--- src/rtl/rsm_pkg.sv ---
package rsm_pkg;
  localparam int unsigned RSM_DLY_W_DEF = 8;
  typedef enum logic {
    REL_ASSERTED = 1'b0,
    REL_RELEASED = 1'b1
  } rel_state_e;
endpackage

--- src/rtl/rsm_dly_cnt.sv ---
module rsm_dly_cnt #(
  parameter int unsigned DLY_W = rsm_pkg::RSM_DLY_W_DEF
) (
  input  logic             clk_i,
  input  logic             rst_ni,
  input  logic             tick_i,
  input  logic             arm_i,
  input  logic [DLY_W-1:0] dly_i,
  output logic             done_o
);
  logic [DLY_W-1:0] elapsed_q;

  assign done_o = (elapsed_q >= dly_i);

  // count only while armed; saturates at the programmed delay
  always_ff @(posedge clk_i or negedge rst_ni) begin
    if (!rst_ni)                elapsed_q <= '0;
    else if (!arm_i)            elapsed_q <= '0;
    else if (tick_i && !done_o) elapsed_q <= elapsed_q + 1'b1;
  end

  p_abort_clears_r4: assert property (@(posedge clk_i) disable iff (!rst_ni)
    !arm_i |=> (elapsed_q == '0));
  p_tick_only_r5: assert property (@(posedge clk_i) disable iff (!rst_ni)
    (arm_i && !tick_i) |=> $stable(elapsed_q));
endmodule

--- src/rtl/rsm_out_reg.sv ---
module rsm_out_reg (
  input  logic clk_i,
  input  logic rst_ni,
  input  logic lvl_i,
  input  logic done_i,
  output logic rel_o
);
  import rsm_pkg::*;
  rel_state_e st_q, st_d;

  always_comb begin
    st_d = st_q;
    if (!lvl_i)      st_d = REL_ASSERTED;
    else if (done_i) st_d = REL_RELEASED;
  end

  always_ff @(posedge clk_i or negedge rst_ni) begin
    if (!rst_ni) st_q <= REL_ASSERTED;
    else         st_q <= st_d;
  end

  assign rel_o = (st_q == REL_RELEASED);

  p_agree_hold_r1: assert property (@(posedge clk_i) disable iff (!rst_ni)
    (lvl_i == rel_o) |=> $stable(rel_o));
  p_release_gated_r2: assert property (@(posedge clk_i) disable iff (!rst_ni)
    (!rel_o && !done_i) |=> !rel_o);
  p_fast_assert_r3: assert property (@(posedge clk_i) disable iff (!rst_ni)
    (!lvl_i && rel_o) |=> !rel_o);
endmodule

--- src/rtl/rsm_rst_pass.sv ---
module rsm_rst_pass #(
  parameter int unsigned DLY_W = rsm_pkg::RSM_DLY_W_DEF
) (
  input  logic             clk_i,
  input  logic             rst_ni,
  input  logic             ms_tick_i,
  input  logic             rsm_pwrok_i,
  input  logic [DLY_W-1:0] rel_dly_i,
  output logic             rst_rel_o,
  output logic             good_o
);
  logic arm, done;

  // a pending release exists only while input high and output still low
  assign arm    = rsm_pwrok_i && !rst_rel_o;
  assign good_o = rsm_pwrok_i;

  rsm_dly_cnt #(.DLY_W(DLY_W)) u_cnt (
    .clk_i  (clk_i),
    .rst_ni (rst_ni),
    .tick_i (ms_tick_i),
    .arm_i  (arm),
    .dly_i  (rel_dly_i),
    .done_o (done)
  );

  rsm_out_reg u_out (
    .clk_i  (clk_i),
    .rst_ni (rst_ni),
    .lvl_i  (rsm_pwrok_i),
    .done_i (done),
    .rel_o  (rst_rel_o)
  );

  p_rise_needs_input_r2: assert property (@(posedge clk_i) disable iff (!rst_ni)
    $rose(rst_rel_o) |-> $past(rsm_pwrok_i));
  p_zero_delay_r6: assert property (@(posedge clk_i) disable iff (!rst_ni)
    (rsm_pwrok_i && !rst_rel_o && rel_dly_i == '0) |=> rst_rel_o);
endmodule

--- config.mk ---
export PLATFORM = sky130hd
export DESIGN_NAME = rsm_rst_pass
export DESIGN_NICKNAME = d
export VERILOG_FILES = /design/src/rtl/rsm_pkg.sv /design/src/rtl/rsm_dly_cnt.sv /design/src/rtl/rsm_out_reg.sv /design/src/rtl/rsm_rst_pass.sv
export SDC_FILE = /design/constraint.sdc
export NUM_CORES = 1
export LEC_CHECK = 0
export ABC_AREA = 0
export BUFFER_PORTS_ARGS = -buffer_cell sky130_fd_sc_hd__buf_2
export CAP_MARGIN = 10
export CORE_UTILIZATION = 45
export DETAILED_ROUTE_END_ITERATION = 7
export PLACE_DENSITY_LB_ADDON = 0.2
export SLEW_MARGIN = 0
export SYNTH_ARGS = -nofsm -noshare
export SYNTH_HDL_FRONTEND = slang
export SYNTH_SLANG_ARGS = --single-unit
--- constraint.sdc ---
create_clock -name clk_i -period 5 [get_ports clk_i]
set_clock_uncertainty 0.2 [all_clocks]
set_input_delay 0.25 -clock clk_i [delete_from_list [all_inputs] [get_ports clk_i]]
set_output_delay 0.25 -clock clk_i [all_outputs]
set_load 0.1 [all_outputs]
## After elaboration in Yosys (flattened, before gate mapping)

Index checks and enable logic that the tools add are counted.

- Magnitude comparators: 1
- Add/sub/neg operators: 1
- Equal/unequal tests: 2
- Muxes and demuxes: 4
- Reductions and logical operators: 4

Operator list:

| operator | number |
|---|---|
| 2-to-1 mux 8 bit | 2 |
| adder 8 x 1 -> 8 bit (second input constant) | 1 |
| greater-or-equal comparator 8 bit | 1 |
| logical AND 1 bit | 2 |
| zero test 1 bit | 2 |
| 2-to-1 mux 1 bit | 2 |
| inequality test 2 x 1 -> 1 bit (second input constant) | 1 |
| inequality test 2 bit (second input constant) | 1 |

- Logic and storage cells: 14
- Register bits: 9
- Input port bits: 12
- Output and inout bits: 2

## Logic depth before layout (Yosys ltp)

- Word-level depth: 5
- Gate-level depth with buffers: 7

## Hierarchy

From an unflattened synthesis, not the netlist that was laid out.

- Cell total of the unflattened synthesis: 71
- Area, all modules: 691.9 um^2

By module, submodules not included:

| module | times used | sequential area each (um^2) | area an instance (um^2) | cells an instance |
|---|---|---|---|---|
| rsm_dly_cnt | 1 | 200.2 | 638.1 | 67 |
| rsm_out_reg | 1 | 25.0 | 32.5 | 2 |
| rsm_rst_pass | 1 | 0.0 | 21.3 | 2 |

## Least setup slack after synthesis

No wires, ideal clock.

- Path kind: reg-to-reg
- Start point: reg u_cnt.elapsed_q[2]
- End point: reg u_cnt.elapsed_q[3]
- Arrival: 1,776 ps
- Period minus slack after synthesis: 2,097 ps
- Library setup time: 120 ps
- Setup slack: 2,903 ps
- Stages on the path, launching flop included: 7
- Path buffers: 0
- Cell sequence: dfrtp_1 ha_1 or4_4 a21oi_4 o311a_2 a31oi_1 a41o_1

- Word-level cells in the longest chain between the ends: 4
- Elaborated cells between the ends (all ways): 7
- Classes of those cells: 1 x add/sub; 1 x order compare; 1 x eq/ne; 2 x mux; 2 x reduce/logical

Ends and longest elaborated chain:

| item | line | RTL |
|---|---|---|
| start, declared | rsm_dly_cnt.sv:11 | `logic [DLY_W-1:0] elapsed_q;` |
| start signal, assigned | rsm_dly_cnt.sv:19 | `else if (tick_i && !done_o) elapsed_q <= elapsed_q + 1'b1;` |
| greater-or-equal comparator 8 bit | rsm_dly_cnt.sv:13 | `assign done_o = (elapsed_q >= dly_i);` |
| zero test 1 bit | rsm_dly_cnt.sv:19 |  |
| logical AND 1 bit | rsm_dly_cnt.sv:19 |  |
| inequality test 2 bit (no source line) | -- |  |

Parallel ways exist; a longest one is shown, timed or not. The select of a mux whose other input is x is not followed.
A chain may end at the register's enable or synchronous reset.

## Worst setup path in the final report

- Start point: reg u_cnt.elapsed_q[2]
- End point: reg u_cnt.elapsed_q[4]

The elaborated chain is that of the path after synthesis.

==> metrics.md <==
| Metric | Value |
|---|---|
| Max cap viols | 0 |
| Die W | slightly above 40 µm |
| Layout area overhead | 16.4% |
| Cts bufs inserted | 3 |
| CTS resizes | 0 |
| Synth Area in XOR/XNOR | 0.0255 |
| Final setup fails | 0 |
| ANT cells | 0 |
| Clock Tree Root | clkbuf_4 |
| CP Cell Sequence | ha_1 > or4_4 > a21oi_4 > o31ai_2 > or3_1 > a21oi_1 |
| Startpoint Class | flop |
| Complex-gate fraction of the synthesized area | 0.231 |
| Vias/cell | ~5.7 |
| Crit path kind | reg2reg |
| Post-layout util | 0.585 |
| Port Buffer Count | 13 |
| Most area-hungry cell type in the Yosys netlist | dfrtp_1 |
| Vias in the first global route | around 490 |
| Clk sinks | 9 |
| Mux cell area share after synthesis | 0 |
| First-pass GRT wire length | 2.10 mm |
| CTS H-Tree Depth | 1 |
| Post-Syn Nets | 97 |
| Prevailing post-synth register cell | dfrtp_1 |
| Fin worst setup slack | 2.74 ns |
| Initial Util | 0.503 |
| Final #Nets | roughly 120 |
| Leak | approximately 0.45 nW |
| Average cell area after synthesis | about 9 µm² |
| Synth Cell Area | around 690 µm² |
| Clock transition at path regs | ~0.06 ns |
| Via count | between 600 and 700 |
| Die height | between 40 and 50 µm |
| Final Hold Vio Count | 0 |
| CP Buf/Inv Count | 0 |
| Flops & latches, synth | 9 |
| Share of the clock period used by the worst path | 0.452 |
| Pre-antenna DRT Iters | 4 |
| Max IR drop VDD | roughly 0.00013 V |
| Worst-case clock buffer depth | 2 |
| DRT Wirelength | approximately 1.4 mm |
| DRT antenna net count | 0 |
| Dpl hpwl | between 1 and 1.5 mm |
| Highest Clock Rate | 443 MHz |
| Insertion delay to the later sink of the worst-skew pair | 0.26 ns |
| YS warnings | 0 |
| Worst Hold Class | in2reg |
| Layout cell share with drive strength beyond 1 | 0.226 |
| Worst relative slew slack | 0.641 |
| Post-synthesis adder-cell area fraction | 0.164 |
| CP max stage cell | or4_4 |
| Largest net degree at the start of global routing | 10 |
| Cells after Synth | 76 |
| Endpoint type of the worst setup path | flop |
| Post-CTS Setup Repair Bufs | 0 |
| Post-synth EDFFs | 0 |
| Post-synthesis cell type count | 28 |
| Core ar. | around 1400 µm² |
| Routability cong. | around 0.86 |
| Final Non-Filler Cells | 108 |
| Hold-fix buffers, CTS | 1 |
| Pwr dens | 206 nW/µm² |
| Sequential cell area fraction in the yosys report | 0.328 |
| Row count | 13 |
| Antenna violations before repair | 0 |
| Top-area cell type share of the netlist area | 0.328 |
| CP Max Fanout | 6 |
| Tmin final | ~2.3 ns |
| Max-slew violations | 0 |
| Unrepaired setup endpoints after global routing | false |
| Simple-gate area share of the yosys netlist | 0.197 |
| Slew @ Worst Pin | 0.525 ns |
| I/O Pins | 14 |
| Post-synth top cells | dfrtp_1, ha_1, nand2_1, inv_1, nor2_1 |
| Largest family of logic cells by synthesized area | compound AO/OA/AOI/OAI gates |
| GR Util All Layers | 0.203 |
| Design Power | about 0.16 mW |
| Routed wire length per instance | between 10 and 15 µm |
| Critical Path AT | ~2.2 ns |
| Placed Cells | 103 |
| Synth async-reset ratio | 1.00 |
| Leading post-synthesis cells by cell area | dfrtp_1, ha_1, nand2_1, inv_1, a41o_1 |
| Largest delay contributor family on the critical path | simple AND/OR/NAND/NOR gates |
| Setup_tns | 0 ns |
| CTS tree | built |
| Pre-CTS WS | around 2.7 ns |
| Die area | around 1700 µm² |
| Status | finished, final reports clean |
| Initial DRC Count | 16 |
| CP max stage delay | 0.53 ns |
| Remaining DRCs | 0 |
| Remaining Overflow, GRT | 0 |
| Critical Path RT | ~5.0 ns |
## placed cells by master (no fill, tap or decap), drive strengths merged
cell type,instances
clkbuf,4
dlygate4sd3,1
or3,3
o311a,1
a31oi,2
and2,1
buf,13
nor2,5
dfrtp,9
xor2,1
a21oi,4
xnor2,1
a41o,2
o31ai,1
inv,8
and3,1
or4,1
ha,9
a2111oi,1
nand3,4
nand2b,2
nor2b,1
a21o,2
a211oi,2
o21ai,3
o211a,1
o21a,1
nand2,9
## power by group
part	leakage [nW]	internal [mW]	switching, mW
Clock	0.0150	0.0307	0.0248
Combinational	0.309	0.0132	0.0186
Sequential	0.124	0.0746	0.00244
## cell type report
class,instances,area [µm²]
tap,15,18.8
inverter,8,30.0
sequential,9,225
timing repair buffer,14,75.1
fill,120,567
multi-input combinational,58,424
clock buffer,4,26.3
## registers in the layout (all words and copies together), names as in the netlist
register	count
u_out.rel_o	1
u_cnt.elapsed_q	8
## through the flow
step	hold WS (ns)	area [µm²]
finish	0.0346	800
global route	0.0305	800
CTS	0.0274	800
detailed placement	-0.0873	763
global placement	-0.0879	763
floorplan	-0.246	687
## final timing paths
check,end,slack [ns],from,cells after the start
setup / recovery,u_cnt.elapsed_q[4],2.74,u_cnt.elapsed_q[2],6
hold / removal,u_out.rel_o,0.03,rsm_pwrok_i,2
setup reg to reg,u_cnt.elapsed_q[4],2.74,u_cnt.elapsed_q[2],6
hold reg to reg,u_out.rel_o,0.33,u_out.rel_o,1
max in group asynchronous,u_cnt.elapsed_q[0],4.25,rst_ni,2
min in group asynchronous,u_cnt.elapsed_q[6],0.17,rst_ni,2
## logic make-up (layout without fill, tap and decap cells)
logic type	Yosys count	in the layout
buffers and inverters	9	26
adder cells (fa/ha/maj)	9	9
XOR/XNOR	2	2
flip-flops	9	9
AND/OR/NAND/NOR	27	27
AO/OA/AOI/OAI	20	20
## worst reg2reg max path, cell delays in order (launching register included)
cell	delay, ns
dfrtp_1	0.44
ha_1	0.23
or4_4	0.53
a21oi_4	0.16
o31ai_2	0.11
or3_1	0.33
a21oi_1	0.18
## per-layer routing
metal  vias up  GRT usage  wire length (µm)
met1       281      0.243               632
li1        309          -                 -
met4         0      0.150                41
met3         5     0.0489                71
met5         -          0                 0
met2        17      0.313               656
No activity file was read; power rests on OpenSTA's default activity.
